### src/rtl/irq_pkg.sv
package irq_pkg;
  localparam int NSRC  = 5;
  localparam int IDX_W = $clog2(NSRC);
  localparam int VEC_W = 8;

  typedef enum logic [IDX_W-1:0] {
    SRC_TRAP = 3'd0,
    SRC_VA   = 3'd1,
    SRC_VB   = 3'd2,
    SRC_VC   = 3'd3,
    SRC_GEN  = 3'd4
  } src_e;

  // trap sits at 0x24; restart lines step down by 8 from 0x3C; general has none
  function automatic logic [VEC_W-1:0] vec_of(input logic [IDX_W-1:0] idx);
    int v;
    if (idx == SRC_TRAP)     v = 36;
    else if (idx <= SRC_VC)  v = 60 - 8 * (int'(idx) - 1);
    else                     v = 0;
    return VEC_W'(v);
  endfunction
endpackage

### src/rtl/irq_edge_latch.sv
module irq_edge_latch #(
  parameter bit LEVEL_QUAL = 1'b0
) (
  input  logic clk,
  input  logic rst_n,
  input  logic req_i,
  input  logic clr_i,
  output logic pend_o
);
  logic prev_q, pend_q, pend_d, rise_w;

  assign rise_w = req_i & ~prev_q;
  assign pend_o = pend_q;

  generate
    if (LEVEL_QUAL) begin : g_lvl
      assign pend_d = req_i & ((pend_q & ~clr_i) | rise_w);
    end else begin : g_edge
      assign pend_d = (pend_q & ~clr_i) | rise_w;
    end
  endgenerate

  // prev resets high so a line already high at reset release is not an edge
  always_ff @(posedge clk or negedge rst_n) begin
    if (!rst_n) begin
      prev_q <= 1'b1;
      pend_q <= 1'b0;
    end else begin
      prev_q <= req_i;
      pend_q <= pend_d;
    end
  end

  generate
    if (LEVEL_QUAL) begin : g_lvl_chk

      trap_level_held_chk: assert property (@(posedge clk) disable iff (!rst_n)
        pend_q |-> $past(req_i));
    end else begin : g_edge_chk

      edge_set_cause_chk: assert property (@(posedge clk) disable iff (!rst_n)
        $rose(pend_q) |-> $past(req_i));
    end
  endgenerate
endmodule

### src/rtl/irq_prio_pick.sv
module irq_prio_pick
  import irq_pkg::*;
(
  input  logic [NSRC-1:0]  cand_i,
  output logic             any_o,
  output logic [IDX_W-1:0] idx_o,
  output logic [NSRC-1:0]  grant_o
);
  always_comb begin
    idx_o   = '0;
    grant_o = '0;
    for (int i = NSRC - 1; i >= 0; i--) begin
      if (cand_i[i]) begin
        idx_o   = IDX_W'(i);
        grant_o = '0;
        grant_o[i] = 1'b1;
      end
    end
    any_o = |cand_i;
  end
endmodule

### src/rtl/irq_enable_ff.sv
module irq_enable_ff (
  input  logic clk,
  input  logic rst_n,
  input  logic set_i,
  input  logic clr_i,
  input  logic accept_i,
  output logic ie_o
);
  logic ie_q;
  assign ie_o = ie_q;

  always_ff @(posedge clk or negedge rst_n) begin
    if (!rst_n)                ie_q <= 1'b0;
    else if (accept_i | clr_i) ie_q <= 1'b0;
    else if (set_i)            ie_q <= 1'b1;
  end


  accept_clears_ie_chk: assert property (@(posedge clk) disable iff (!rst_n)
    accept_i |=> !ie_o);

  disable_wins_chk: assert property (@(posedge clk) disable iff (!rst_n)
    clr_i |=> !ie_o);
endmodule

### src/rtl/prio_irq_ctrl.sv
module prio_irq_ctrl
  import irq_pkg::*;
(
  input  logic             clk,
  input  logic             rst_n,
  input  logic             en_instr_i,
  input  logic             di_instr_i,
  input  logic             instr_end_i,
  input  logic             trap_req_i,
  input  logic             vrq_a_i,
  input  logic             vrq_b_i,
  input  logic             vrq_c_i,
  input  logic             gen_req_i,
  output logic             take_o,
  output logic [IDX_W-1:0] src_o,
  output logic [VEC_W-1:0] vec_o,
  output logic             gen_ack_o,
  output logic             ie_o
);
  logic             trap_pend_w, va_pend_w;
  logic [NSRC-1:0]  cand_w, grant_w;
  logic             any_w, accept_w;
  logic [IDX_W-1:0] pick_w;

  irq_edge_latch #(.LEVEL_QUAL(1'b1)) u_trap_lat (
    .clk(clk), .rst_n(rst_n), .req_i(trap_req_i),
    .clr_i(accept_w & grant_w[SRC_TRAP]), .pend_o(trap_pend_w));

  irq_edge_latch #(.LEVEL_QUAL(1'b0)) u_va_lat (
    .clk(clk), .rst_n(rst_n), .req_i(vrq_a_i),
    .clr_i(accept_w & grant_w[SRC_VA]), .pend_o(va_pend_w));

  // trap is serviceable only while its line is still high
  assign cand_w[SRC_TRAP] = trap_pend_w & trap_req_i;
  assign cand_w[SRC_VA]   = va_pend_w   & ie_o;
  assign cand_w[SRC_VB]   = vrq_b_i     & ie_o;
  assign cand_w[SRC_VC]   = vrq_c_i     & ie_o;
  assign cand_w[SRC_GEN]  = gen_req_i   & ie_o;

  irq_prio_pick u_pick (
    .cand_i(cand_w), .any_o(any_w), .idx_o(pick_w), .grant_o(grant_w));

  assign accept_w = instr_end_i & any_w;

  irq_enable_ff u_ie (
    .clk(clk), .rst_n(rst_n), .set_i(en_instr_i), .clr_i(di_instr_i),
    .accept_i(accept_w), .ie_o(ie_o));

  always_ff @(posedge clk or negedge rst_n) begin
    if (!rst_n) begin
      take_o    <= 1'b0;
      src_o     <= '0;
      vec_o     <= '0;
      gen_ack_o <= 1'b0;
    end else begin
      take_o    <= accept_w;
      gen_ack_o <= accept_w & grant_w[SRC_GEN];
      if (accept_w) begin
        src_o <= pick_w;
        vec_o <= vec_of(pick_w);
      end
    end
  end


  grant_onehot_chk: assert property (@(posedge clk) disable iff (!rst_n)
    $onehot0(grant_w));

  take_at_boundary_chk: assert property (@(posedge clk) disable iff (!rst_n)
    take_o |-> $past(instr_end_i));

  masked_only_trap_chk: assert property (@(posedge clk) disable iff (!rst_n)
    (take_o && src_o != SRC_TRAP) |-> $past(ie_o));

  gen_ack_match_chk: assert property (@(posedge clk) disable iff (!rst_n)
    gen_ack_o |-> (take_o && src_o == SRC_GEN));

  no_take_with_ie_chk: assert property (@(posedge clk) disable iff (!rst_n)
    take_o |-> !ie_o);
endmodule

### config.mk
export PLATFORM = sky130hd
export DESIGN_NAME = prio_irq_ctrl
export DESIGN_NICKNAME = d
export VERILOG_FILES = /design/src/rtl/irq_pkg.sv /design/src/rtl/irq_edge_latch.sv /design/src/rtl/irq_prio_pick.sv /design/src/rtl/irq_enable_ff.sv /design/src/rtl/prio_irq_ctrl.sv
export SDC_FILE = /design/constraint.sdc
export NUM_CORES = 1
export LEC_CHECK = 0
export ABC_AREA = 1
export BUFFER_PORTS_ARGS = -buffer_cell sky130_fd_sc_hd__buf_2
export CORE_UTILIZATION = 51
export CTS_CLUSTER_SIZE = 28
export DETAILED_ROUTE_END_ITERATION = 6
export PLACE_DENSITY_LB_ADDON = 0.2
export RECOVER_POWER = 25
export SYNTH_ARGS = -nofsm -noshare
export SYNTH_HDL_FRONTEND = slang
export SYNTH_SLANG_ARGS = --single-unit
export TNS_END_PERCENT = 30
### constraint.sdc
create_clock -name clk -period 3.5 [get_ports clk]
set_input_delay 0.7 -clock clk [delete_from_list [all_inputs] [get_ports clk]]
set_output_delay 0.7 -clock clk [all_outputs]
set_load 0.05 [all_outputs]
==> results.tsv <==
metric	value	unit
largest cells by area after synthesis	dfrtp_1 43%, nand2_1 13%, dfstp_2 7.0%	
vias after detailed routing	573	
Post-Synth Adder-Cell Area	5.017	%
Internal	0.2943	mW
RSZ-0062 raised after global routing	no	
layout cells sized above 1	30.77	%
WL/cell	9.966	microns
Die Area	1624	sq um
fill cell count	119	
xor and xnor area share after synthesis	0	%
Antenna Nets Post-Route	0	
crit path kind	primary input to flop	
nets	118	
total track usage	19.26	%
Post-CTS Setup Bufs	0	
Distinct cells, synth	22	
Compound-Gate Fraction of Synth Area	8.194	%
CTS tree	done	
crit path max fanout	4	
Worst Tran Pin Value	0.7728	ns
Final Cycle Share	56.66	%
area delta synth->final	15.55	%
Crit. End Element	flop	
Max Cap Viol	0	
vias per cell	4.815	
Net Switching	0.2169	mW
area of the core	1334	sq um
Iter 0 DRT Violations	9	
I/O Buffers	20	
Die H	40.30	microns
Final WS setup	1.517	ns
simple-gate share of the synthesized area	27.26	%
sequential-to-total area share from yosys stat	50.50	%
mux cell area share after synthesis	0	%
Remaining DRCs	0	
hold crit path type	primary input to async pin	
Setup crit start kind	primary input	
proportion of netlist area held by the largest area contributor	43.48	%
Post-DP Area	840.8	sq um
main combinational cell family by area after synthesis	simple AND/OR/NAND/NOR gates	
grt total ovfl	0	
dpl ws	1.212	ns
Final Cell Area	864.6	sq um
clock slew at reported path FFs	0.08	ns
post-layout util	64.82	%
power density over cell area	591.3	nW/um^2
Reg power frac	42.4	%
clk buf depth	2	
io pins	24	
clock sink count	15	
maximum vdd drop	349.8	uV
Clock Power Share	17.9	%
Period minus WS final	1.983	ns
CTS Hold Bufs	0	
H-tree Lvls	1	
final hold viol count	0	
Combinational Power Share	39.6	%
first-pass GRT wire length	1.952	mm
Lkg Pwr	0.4828	nW
setup_tns	0	ns
Clock Skews	0.003246	ns
Critical Path AT	2.15	ns
relative slew slack	48.48	%
Critical Path RT	3.66	ns
cell area after synthesis	748.2	sq um
Synth warnings	0	
Resized cells post-CTS	0	
Pwr Total	0.5112	mW
cell count after synthesis	82	
Synth Register Bits	15	
area leader, netlist	dfrtp_1	
DRT Pass-1 Iters	4	
clk root buf	clkbuf_4	
antenna violations before repair	0	
RD Place Congestion	0.7766	
width of the die	40.30	microns
vias in the first global route	457	
largest net degree at the start of global routing	16	
synthesized area per cell	9.125	sq um
post-detail-place hpwl	919.7	microns
Max Freq	504.2	MHz
routed wire length	1.186	mm
fin. max-slew vios	0	
initial core utilization	56.10	%
Sw Share	42.42	%
Clock Latency Late Sink	0.27	ns
row cnt	13	
Num CTS Buffers	3	
endpoints failing setup	0	
ant diodes	0	
outcome	completed	
## power by group through the flow
stage | clock [mW] | combinational [mW] | sequential (mW)
floorplan | 0 | 0.0732 | 0.310
global placement | 0 | 0.203 | 0.219
detailed placement | 0 | 0.205 | 0.220
CTS | 0.0971 | 0.205 | 0.217
global route | 0.104 | 0.222 | 0.221
finish | 0.0917 | 0.203 | 0.217
## synthesized netlist by cell type
master,number
nand2_1,26
dfrtp_1,13
inv_1,8
nand2_2,4
buf_4,3
ha_1,3
nand4_1,3
o21ai_0,3
o21ai_1,3
dfstp_2,2
nand3_1,2
nor2_1,2
a21boi_0,1
a21boi_1,1
a21oi_4,1
buf_6,1
conb_1,1
nand3_2,1
nand3_4,1
nor2_2,1
nor3_1,1
or2_2,1
## logic make-up (layout without fill, tap and decap cells)
family | count (synthesis) | count (layout)
compound gates | 9 | 9
flops | 15 | 15
simple gates | 42 | 42
fa+ha+maj | 3 | 3
buf+inv | 12 | 32
other cells | 1 | 3
## worst paths after layout
check | cells after the start | end | startpoint | slack, ns
worst max-delay path | 9 | vec_o[5]$_DFFE_PN0P_ | trap_req_i | 1.52
worst min-delay path | 1 | u_trap_lat.pend_o$_DFF_PN0_ | rst_n | 0.47
worst max register to register | 10 | vec_o[5]$_DFFE_PN0P_ | u_ie.ie_o$_DFFE_PN0P_ | 1.56
worst min register to register | 2 | src_o[0]$_DFFE_PN0P_ | src_o[0]$_DFFE_PN0P_ | 0.48
max in group asynchronous | 1 | vec_o[4]$_DFFE_PN0P_ | rst_n | 2.54
min in group clk | 2 | src_o[0]$_DFFE_PN0P_ | src_o[0]$_DFFE_PN0P_ | 0.48
## worst max-delay path, cell delays in order
cell      delay (ns)
clkbuf_1        0.09
nand2_1         0.13
a21boi_1        0.26
inv_1           0.08
ha_1            0.21
ha_1            0.26
or2_2           0.29
nand3_1         0.08
nand2_1         0.05
## cell type report
class | count | area, sq um | area share, %
flip-flops and latches | 15 | 377.9 | 43.70
clock buffers | 4 | 26.28 | 3.039
inverters | 8 | 30.03 | 3.473
repair buffers | 20 | 97.59 | 11.29
well taps | 15 | 18.77 | 2.171
multi-input cells | 57 | 314.1 | 36.32
## flip-flops by register name, summed over array words and instances, names as in the netlist
signal / count
u_trap_lat.prev_q: 1
u_ie.ie_o: 1
gen_ack_o: 1
u_va_lat.prev_q: 1
u_va_lat.pend_o: 1
take_o: 1
vec_o: 5
src_o: 3
u_trap_lat.pend_o: 1
## placed cells by master, fill, tap and decap left out, types with 2 or more instances in the layout
cell      netlist  final
nand3_1         2      2
o21ai_0         3      3
nand2_1        26     26
nand2_2         4      4
dfstp_2         2      2
buf_2           0     18
dfrtp_1        13     13
nor2_1          2      2
clkbuf_4        0      3
o21ai_1         3      3
inv_1           8      8
conb_1          1      3
clkbuf_1        0      3
ha_1            3      3
nand4_1         3      3
## layer usage
metal  vias up  global-route usage, %  routed length [microns]
met5         -                      0                        0
met4         0                  5.000                        0
met3         0                  10.00                       66
met2        16                  32.26                      578
met1       260                  21.38                      541
li1        297                      -                        -
## per-stage QoR
| stage | instances | hold WS (ns) |
|---|---|---|
| after floorplan | 84 | 0.4044 |
| after global routing | 119 | 0.5017 |
| after detailed placement | 115 | 0.4592 |
| final | 119 | 0.4714 |
| after CTS | 119 | 0.3147 |
| after global placement | 115 | 0.4593 |
Power figures use the tool's default switching activity.
